--- src/rtl/tgl_poll_pkg.sv ---
// Package: shared state encoding for the toggle-bit poller.
// Assumes: nothing beyond being compiled before the modules that use it.
package tgl_poll_pkg;

    typedef enum logic [2:0] {
        ST_IDLE   = 3'd0,
        ST_PAIR_A = 3'd1,
        ST_PAIR_B = 3'd2,
        ST_CONF_A = 3'd3,
        ST_CONF_B = 3'd4
    } poll_st_e;

endpackage

--- src/rtl/tgl_poll_sample.sv ---
// Module: holds the toggle bit of the first read of a pair and compares it
// with the toggle bit of the read now on the data bus. It also exposes the
// timeout flag of that read.
// Assumes: data_i is meaningful only while the controller accepts a read.
module tgl_poll_sample #(
    parameter int DATA_W  = 8,
    parameter int TGL_BIT = 6,
    parameter int TMO_BIT = 5
) (
    input  logic              clk,
    input  logic              rst_n,
    input  logic              clr_i,
    input  logic              cap_i,
    input  logic [DATA_W-1:0] data_i,
    output logic              same_o,
    output logic              tmo_o
);

    logic held_q;

    // Store the first toggle value of a pair; clear on start or abort.
    always_ff @(posedge clk) begin
        if (!rst_n) begin
            held_q <= 1'b0;
        end else if (clr_i) begin
            held_q <= 1'b0;
        end else if (cap_i) begin
            held_q <= data_i[TGL_BIT];
        end
    end

    // Compare the live toggle bit with the stored one.
    always_comb begin
        same_o = (data_i[TGL_BIT] == held_q);
        tmo_o  = data_i[TMO_BIT];
    end

    AST_HELD_KEPT: assert property (@(posedge clk) disable iff (!rst_n)
        (!cap_i && !clr_i) |=> $stable(held_q));

endmodule

--- src/rtl/tgl_poll_wdog.sv ---
// Module: counts the read pairs that are still toggling with no timeout
// flag, and reports when the next such pair would be the last one allowed.
// Assumes: MAX_PAIRS >= 1. inc_i is only raised while last_o is low.
module tgl_poll_wdog #(
    parameter int MAX_PAIRS = 64
) (
    input  logic clk,
    input  logic rst_n,
    input  logic clr_i,
    input  logic inc_i,
    output logic last_o
);

    localparam int CNT_W = (MAX_PAIRS > 1) ? $clog2(MAX_PAIRS) : 1;
    localparam logic [CNT_W-1:0] LAST_VAL = CNT_W'(MAX_PAIRS - 1);

    logic [CNT_W-1:0] cnt_q;

    // Pair counter, restarted at every start and abort.
    always_ff @(posedge clk) begin
        if (!rst_n) begin
            cnt_q <= '0;
        end else if (clr_i) begin
            cnt_q <= '0;
        end else if (inc_i && (cnt_q != LAST_VAL)) begin
            cnt_q <= cnt_q + 1'b1;
        end
    end

    // Flag the final allowed pair.
    always_comb begin
        last_o = (cnt_q == LAST_VAL);
    end

    AST_NO_OVERFLOW: assert property (@(posedge clk) disable iff (!rst_n)
        cnt_q <= LAST_VAL);

    AST_CLR_RESTART: assert property (@(posedge clk) disable iff (!rst_n)
        clr_i |=> (cnt_q == '0));

endmodule

--- src/rtl/tgl_poll_fsm.sv ---
// Module: sequencing for the toggle-bit check. It runs read pairs, branches
// on the compare and timeout results, runs the confirming pair and issues
// the registered result pulses.
// Assumes: same_i and tmo_i are valid in any cycle where a read is accepted.
module tgl_poll_fsm
    import tgl_poll_pkg::*;
(
    input  logic clk,
    input  logic rst_n,
    input  logic start_i,
    input  logic abort_i,
    input  logic rd_ack_i,
    input  logic same_i,
    input  logic tmo_i,
    input  logic wd_last_i,
    output logic rd_req_o,
    output logic busy_o,
    output logic samp_clr_o,
    output logic samp_cap_o,
    output logic wd_clr_o,
    output logic wd_inc_o,
    output logic done_ok_o,
    output logic done_fail_o,
    output logic reset_req_o
);

    poll_st_e st_q, st_d;
    logic     ok_d, fail_d, rreq_d;
    logic     take;

    // Every non-idle state waits on one read.
    always_comb begin
        rd_req_o = (st_q != ST_IDLE);
        busy_o   = (st_q != ST_IDLE);
        take     = rd_req_o && rd_ack_i;
    end

    // Next-state and result decisions.
    always_comb begin
        st_d       = st_q;
        ok_d       = 1'b0;
        fail_d     = 1'b0;
        rreq_d     = 1'b0;
        samp_clr_o = 1'b0;
        samp_cap_o = 1'b0;
        wd_clr_o   = 1'b0;
        wd_inc_o   = 1'b0;
        if (st_q != ST_IDLE && abort_i) begin
            st_d       = ST_IDLE;
            samp_clr_o = 1'b1;
            wd_clr_o   = 1'b1;
        end else begin
            case (st_q)
                ST_IDLE: begin
                    if (start_i && !abort_i) begin
                        st_d       = ST_PAIR_A;
                        samp_clr_o = 1'b1;
                        wd_clr_o   = 1'b1;
                    end
                end
                ST_PAIR_A: begin
                    if (take) begin
                        samp_cap_o = 1'b1;
                        st_d       = ST_PAIR_B;
                    end
                end
                ST_PAIR_B: begin
                    if (take) begin
                        if (same_i) begin
                            ok_d = 1'b1;
                            st_d = ST_IDLE;
                        end else if (tmo_i) begin
                            st_d = ST_CONF_A;
                        end else if (wd_last_i) begin
                            fail_d = 1'b1;
                            st_d   = ST_IDLE;
                        end else begin
                            wd_inc_o = 1'b1;
                            st_d     = ST_PAIR_A;
                        end
                    end
                end
                ST_CONF_A: begin
                    if (take) begin
                        samp_cap_o = 1'b1;
                        st_d       = ST_CONF_B;
                    end
                end
                ST_CONF_B: begin
                    if (take) begin
                        st_d = ST_IDLE;
                        if (same_i) begin
                            ok_d = 1'b1;
                        end else begin
                            fail_d = 1'b1;
                            rreq_d = 1'b1;
                        end
                    end
                end
                default: st_d = ST_IDLE;
            endcase
        end
    end

    // State and registered result pulses.
    always_ff @(posedge clk) begin
        if (!rst_n) begin
            st_q        <= ST_IDLE;
            done_ok_o   <= 1'b0;
            done_fail_o <= 1'b0;
            reset_req_o <= 1'b0;
        end else begin
            st_q        <= st_d;
            done_ok_o   <= ok_d;
            done_fail_o <= fail_d;
            reset_req_o <= rreq_d;
        end
    end

    AST_START_REQ: assert property (@(posedge clk) disable iff (!rst_n)
        (!busy_o && start_i && !abort_i) |=> rd_req_o);

    AST_ONE_RESULT: assert property (@(posedge clk) disable iff (!rst_n)
        !(done_ok_o && done_fail_o));

    AST_OK_PULSE: assert property (@(posedge clk) disable iff (!rst_n)
        done_ok_o |=> !done_ok_o);

    AST_FAIL_PULSE: assert property (@(posedge clk) disable iff (!rst_n)
        done_fail_o |=> !done_fail_o);

    AST_IDLE_AT_RESULT: assert property (@(posedge clk) disable iff (!rst_n)
        (done_ok_o || done_fail_o) |-> !busy_o);

    AST_RESET_WITH_FAIL: assert property (@(posedge clk) disable iff (!rst_n)
        reset_req_o |-> done_fail_o);

    AST_ABORT_QUIET: assert property (@(posedge clk) disable iff (!rst_n)
        (busy_o && abort_i) |=> (!busy_o && !done_ok_o && !done_fail_o));

endmodule

--- src/rtl/tgl_poll_ctrl.sv ---
// Module: top of the toggle-bit completion poller. It wires the sequencer,
// the toggle-value holder and the pair watchdog together.
// Assumes: TGL_BIT and TMO_BIT index into rd_data_i and differ.
module tgl_poll_ctrl #(
    parameter int DATA_W    = 8,
    parameter int TGL_BIT   = 6,
    parameter int TMO_BIT   = 5,
    parameter int MAX_PAIRS = 64
) (
    input  logic              clk,
    input  logic              rst_n,
    input  logic              start_i,
    input  logic              abort_i,
    output logic              rd_req_o,
    input  logic              rd_ack_i,
    input  logic [DATA_W-1:0] rd_data_i,
    output logic              busy_o,
    output logic              done_ok_o,
    output logic              done_fail_o,
    output logic              reset_req_o
);

    logic same, tmo, wd_last;
    logic samp_clr, samp_cap, wd_clr, wd_inc;

    tgl_poll_fsm u_fsm (
        .clk         (clk),
        .rst_n       (rst_n),
        .start_i     (start_i),
        .abort_i     (abort_i),
        .rd_ack_i    (rd_ack_i),
        .same_i      (same),
        .tmo_i       (tmo),
        .wd_last_i   (wd_last),
        .rd_req_o    (rd_req_o),
        .busy_o      (busy_o),
        .samp_clr_o  (samp_clr),
        .samp_cap_o  (samp_cap),
        .wd_clr_o    (wd_clr),
        .wd_inc_o    (wd_inc),
        .done_ok_o   (done_ok_o),
        .done_fail_o (done_fail_o),
        .reset_req_o (reset_req_o)
    );

    tgl_poll_sample #(
        .DATA_W  (DATA_W),
        .TGL_BIT (TGL_BIT),
        .TMO_BIT (TMO_BIT)
    ) u_sample (
        .clk    (clk),
        .rst_n  (rst_n),
        .clr_i  (samp_clr),
        .cap_i  (samp_cap),
        .data_i (rd_data_i),
        .same_o (same),
        .tmo_o  (tmo)
    );

    tgl_poll_wdog #(
        .MAX_PAIRS (MAX_PAIRS)
    ) u_wdog (
        .clk    (clk),
        .rst_n  (rst_n),
        .clr_i  (wd_clr),
        .inc_i  (wd_inc),
        .last_o (wd_last)
    );

    AST_RESET_QUIET: assert property (@(posedge clk)
        $past(!rst_n) |-> (!busy_o && !rd_req_o && !done_ok_o && !done_fail_o && !reset_req_o));

endmodule

--- config.mk ---
export PLATFORM = sky130hd
export DESIGN_NAME = tgl_poll_ctrl
export DESIGN_NICKNAME = d
export VERILOG_FILES = /design/src/rtl/tgl_poll_pkg.sv /design/src/rtl/tgl_poll_sample.sv /design/src/rtl/tgl_poll_wdog.sv /design/src/rtl/tgl_poll_fsm.sv /design/src/rtl/tgl_poll_ctrl.sv
export SDC_FILE = /design/constraint.sdc
export NUM_CORES = 1
export LEC_CHECK = 0
export ABC_AREA = 0
export CORE_AREA = 3 3 40 42
export CTS_CLUSTER_DIAMETER = 30
export CTS_CLUSTER_SIZE = 25
export DETAILED_ROUTE_END_ITERATION = 8
export DIE_AREA = 0 0 43 45
export DONT_BUFFER_PORTS = 1
export PLACE_DENSITY_LB_ADDON = 0.08
export SETUP_SLACK_MARGIN = 0.2
export SLEW_MARGIN = 10
export SYNTH_ARGS = -nofsm -noshare
export SYNTH_HDL_FRONTEND = slang
export SYNTH_HIERARCHICAL = 1
export SYNTH_SLANG_ARGS = --single-unit
--- constraint.sdc ---
create_clock -name clk -period 2.6 [get_ports clk]
set_input_delay 0.39 -clock clk [delete_from_list [all_inputs] [get_ports clk]]
set_output_delay 0.39 -clock clk [all_outputs]
set_load 0.02 [all_outputs]
# After elaboration in Yosys (flattened, before gate mapping)
# Index checks and enable logic that the tools add are counted.
[classes] addsub=1 eq_ne=12 muxes=29 bitwise=4 reduce_logical=14
[op_table] operator="two-way mux 3 bit" n=7
[op_table] operator="two-way mux 1 bit" n=20
[op_table] operator="case mux 3 bit (5 select lines)" n=1
[op_table] operator="inequality test 2 x 1 -> 1 bit (second input constant)" n=5
[op_table] operator="OR reduction 2 bit" n=4
[op_table] operator="adder 6 x 1 -> 6 bit (second input constant)" n=1
[op_table] operator="equality test 3 x 2 -> 1 bit (second input constant)" n=2
[op_table] operator="equality test 6 bit (second input constant)" n=1
[op_table] operator="inequality test 6 bit (second input constant)" n=1
[op_table] operator="AND reduction 5 bit" n=1
[op_table] operator="logical AND 1 bit" n=4
[op_table] operator="NOT 1 bit" n=4
[op_table] operator="OR reduction 4 bit" n=1
[op_table] operator="equality test 3 x 1 -> 1 bit (second input constant)" n=1
[op_table] operator="equality test 3 bit (second input constant)" n=1
[op_table] operator="logical NOT 3 bit" n=1
[op_table] operator="nonzero test 3 bit" n=1
[op_table] operator="OR reduction 3 bit" n=1
[op_table] operator="case mux 1 bit (2 select lines)" n=1
[op_table] operator="equality test 1 bit" n=1
[op_table] operator="logical NOT 1 bit" n=1
[totals] reg_bits=13 inputBits=13 out_inout_bits=5 elab_cells=66

# Longest topological paths before layout
[depth] ltp_word=8 mapped_depth=8 ltp_nobuf=8

# Modules after synthesis
# The synthesis kept the hierarchy.
[by_module_without_submodules] mod="tgl_poll_fsm" n_inst=1 cells_per_inst=47 area_each_um2=385.4
[by_module_without_submodules] mod="tgl_poll_wdog" n_inst=1 cells_per_inst=33 area_each_um2=301.5
[by_module_without_submodules] mod="tgl_poll_sample" n_inst=1 cells_per_inst=5 area_each_um2=58.8

# Worst setup path before layout
# OpenSTA, ideal clock, no wires.
[synth_timing] path_type="input-to-reg" start="input rd_ack_i" end="register u_wdog.cnt_q[5]" setup_ns=0.117 arrival_time_ns=1.818 required_ns=2.483 setup_slack_ns=0.665 path_stages=6 path_cell_list="buf_4 -> or3b_1 -> nor4_1 -> and4_4 -> and4bb_1 -> nor3_2"
[synth_between] elab_chain_cells=5
[synth_lines] element="from (decl)" line="tgl_poll_ctrl.sv:15" text="input logic rd_ack_i,"
[synth_lines] element="logical AND 1 bit" line="tgl_poll_fsm.sv:35" text="take = rd_req_o && rd_ack_i;"
[synth_lines] element="two-way mux 1 bit" line="tgl_poll_fsm.sv:68" text="if (take) begin"
[synth_lines] element="two-way mux 1 bit" line="tgl_poll_fsm.sv:53" text="case (st_q)"
[synth_lines] element="two-way mux 1 bit" line="tgl_poll_fsm.sv:48" text="if (st_q != ST_IDLE && abort_i) begin"
[synth_lines] element="net wd_inc" line="tgl_poll_ctrl.sv:24" text="logic samp_clr, samp_cap, wd_clr, wd_inc;"
[synth_lines] element="logical AND 1 bit" line="tgl_poll_wdog.sv:25" text="end else if (inc_i && (cnt_q != LAST_VAL)) begin"
[synth_lines] element="to (signal assigned)" line="tgl_poll_wdog.sv:26" text="cnt_q <= cnt_q + 1'b1;"
[synth_lines] element="to (decl)" line="tgl_poll_wdog.sv:17" text="logic [CNT_W-1:0] cnt_q;"
# The timed path passes the listed nets, and every way through them passes these cells.
# A chain may end at the register's enable or synchronous reset.

# Worst setup path after layout
[layout_timing] start="register u_fsm.st_q[1]" end="register u_wdog.cnt_q[2]"
[layout_between] word_cells_on_any_way=12 cone_classes="1 x eq/ne; 5 x mux; 6 x reduce/logical"
[layout_lines] element="from (decl)" line="tgl_poll_fsm.sv:27" text="poll_st_e st_q, st_d;"
[layout_lines] element="from (signal assigned)" line="tgl_poll_fsm.sv:113" text="st_q <= st_d;"
[layout_lines] element="nonzero test 3 bit"
[layout_lines] element="net busy_o" line="tgl_poll_ctrl.sv:17" text="output logic busy_o,"
[layout_lines] element="logical AND 1 bit" line="tgl_poll_fsm.sv:48"
[layout_lines] element="two-way mux 1 bit" line="tgl_poll_fsm.sv:48"
[layout_lines] element="net samp_clr" line="tgl_poll_ctrl.sv:24"
[layout_lines] element="OR reduction 2 bit (no line)"
# The timed path passes the listed nets, and every way through them passes these cells.

==> results.md <==
* Total CTS buffers at 3
* HP Class: in -> reg
* Initial Util at 58.0%
* Setup TNS at 0 ns
* CTS resizes at 0
* DRC Markers at 0
* Hold-fix buffers at CTS at 0
* Synth Instances at 85
* Clk_skew at 0.00240 ns
* Post-DRT Antenna Nets at 0
* Clock Latency Late Sink at 0.27 ns
* Layout area overhead at 1.51%
* Crit path cell chain: or3_1, o21ai_0, nor2b_1, o21ai_0, a31oi_1
* Antenna cell count at 0
* Unique masters post-synth at 39
* Maxcap violations at 0
* Core ar. at 1280 µm²
* PnR worst setup slack at 0.647 ns
* Routed wire length per instance at 12.6 µm
* I/O pin cnt at 18
* Initial drt markers at 12
* Setup Fix Bufs, Post-CTS at 0
* H-Tree Depth at 1
* Final setup fails at 0
* Syn avg cell area at 8.77 µm²
* Commonest non-fill, non-tap cells in the layout: 13 x dfxtp_1, 7 x nand2_1, 5 x a31oi_1
* YS warnings at 6
* Layout Nets at 98
* Register bit total from synthesis at 13
* Post-DP HPWL at 917 µm
* Reg2Reg Setup Slack at 0.65 ns
* Worst hold stages at 1
* Fin crit period at 1.95 ns
* CP max-delay cell: dfxtp_1
* Top cells by area, synth: dfxtp_1 35%, a31oi_1 4.2%, mux2i_1 4.0%
* Reg-to-Reg Start: u_fsm/st_q[1]
* Vert. Die Dim at 45 µm
* Drt pass-1 iters at 4
* Fin crit share at 75.1%
* Hold Crit Endpoint: u_fsm/st_q[2]
* WP data required at 2.81 ns
* Critical path fanouts, max at 13
* CTS clk-pin slew, worst paths at 0.08 ns
* Initial antenna violation count at 0
* Final Power at 381 µW
* Asr flop ratio synth at 0%
* Max Freq at 0.512 GHz
* Most common cell after layout, fill and taps aside: dfxtp_1
* Static Leak at 0.271 nW
* FF-to-FF path depth at 5
* Worst-margin pin slew at 0.479 ns
* PortBufs at 0
* Final hold violations at 0
* Yosys top cell by area: dfxtp_1
* Non-Filler Instances at 98
* Share of layout cells above drive strength 1 at 14.5%
* Critical path's largest stage delay at 0.53 ns
* Terminus of the critical flop-to-flop path: u_wdog/cnt_q[2]
* Critical Path AT at 2.16 ns
* Grt ovf at 0
* DR vias at 578
* Headroom to the max-slew limit at 67.8%
* First-pass GRT wire length at 1970 µm
* Number of global-route vias before repair at 473
* Clock sink total at 13
* FP Rows at 13
* Final wirelength at 1230 µm
* Final Max Tran Viols at 0
* CTS tree: built
* Commonest register cell after synthesis: dfxtp_1
* Max rail drop VDD at 273 µV
* Post-synth top area share at 34.9%
* Max Root-Sink Buffers at 2
* Post-placement cell count at 94
* Min-delay src: abort_i
* RSZ-0062 raised after global routing: false
* CP dominant cell by count: o21ai_0
* Startpoint types: flop
* Die Area at 1940 µm²
* Post-Place Setup Slack at 0.661 ns
* Post-synth EDFFs at 0
* GRT Util Overall at 13.9%
* Syn nets at 99
* Pwr Density at 504 nW/µm²
* Crit end category: flop
* GP Congestion at 0.687
* Mapped Area at 746 µm²
* Seq/Total Area, Yosys at 34.9%
* Largest net degree at the start of global routing at 14
* CTS root buffer: clkbuf_4
* Die X at 43 µm
* Run status: complete, no violations
* Avg Vias per Cell at 5.90
* WS Path Type: reg -> reg
-- flip-flops by register name, indices dropped and copies added (netlist names) --
register           flops
u_wdog/cnt_q           6
u_fsm/st_q             3
u_fsm/done_fail_o      1
u_fsm/done_ok_o        1
u_fsm/reset_req_o      1
u_sample/held_q        1
-- power by group --
part	internal [mW]	switching, mW	total [mW]
Combinational	0.0198	0.0275	0.0472
Clock	0.0594	0.0643	0.124
Sequential	0.202	0.00805	0.210
Total	0.281	0.0999	0.381
-- final cells by class --
cell class / count / area (µm²)
Inverter: 3 / 11.3
Tap cell: 15 / 18.8
Fill cell: 115 / 528
Clock buffer: 4 / 26.3
Sequential cell: 13 / 260
Timing Repair Buffer: 1 / 7.51
Multi-Input combinational cell: 62 / 433
-- worst max-delay path by stage --
stage          slack (ns)  depth (start not counted)             from               to
3_5_place_dp         0.66                          9  u_wdog/cnt_q[0]  u_wdog/cnt_q[5]
3_3_place_gp         0.69                          9  u_wdog/cnt_q[0]  u_wdog/cnt_q[5]
6_report             0.65                          5    u_fsm/st_q[1]  u_wdog/cnt_q[2]
5_1_grt              0.47                          5    u_fsm/st_q[1]  u_wdog/cnt_q[2]
2_1_floorplan        0.67                          6         rd_ack_i  u_wdog/cnt_q[5]
4_1_cts              0.64                          5    u_fsm/st_q[1]  u_wdog/cnt_q[2]
-- cells by family after synthesis --
kind of cell               Yosys count  share of synthesized area (%)
muxes                                3                           4.03
adders and majority gates            1                           1.68
and+or+nand+nor                     38                           33.4
buffers and inverters               10                           7.05
DFF                                 13                           34.9
AOI/OAI and AO/OA                   19                           17.8
xor gates and xnor gates             1                           1.17
-- worst max-delay path: cells and delay by family, from the launching register on --
family | cells | cell delay [ns]
and+or+nand+nor | 2 | 0.80
DFF | 1 | 0.53
AOI/OAI and AO/OA | 3 | 0.56
-- synthesized netlist by cell type (2+ instances only) --
cell type,n
dfxtp_1,13
nand2_1,7
a31oi_1,5
buf_4,4
nand2b_1,4
o21ai_0,4
clkbuf_1,3
inv_1,3
mux2i_1,3
nor2b_1,3
nor3_1,3
a21oi_1,2
and2_1,2
nand3_1,2
nor2_1,2
nor4b_1,2
-- per-layer routing --
layer / vias to the layer above / wire (µm) / global-route usage [%]
met2: 14 / 510 / 18.6
met1: 254 / 624 / 19.2
li1: 306 / - / -
met3: 4 / 72 / 3.98
met5: - / 0 / 0
met4: 0 / 27 / 9.04
-- stage by stage --
step	hold slack, ns	util, %	cell area (µm²)
finish	0.189	58.9	757
global route	0.169	58.9	757
CTS	0.171	58.9	757
detailed placement	0.469	56.9	731
global placement	0.467	56.9	731
floorplan	0.452	-	746
(Power assumes the default switching activity.)
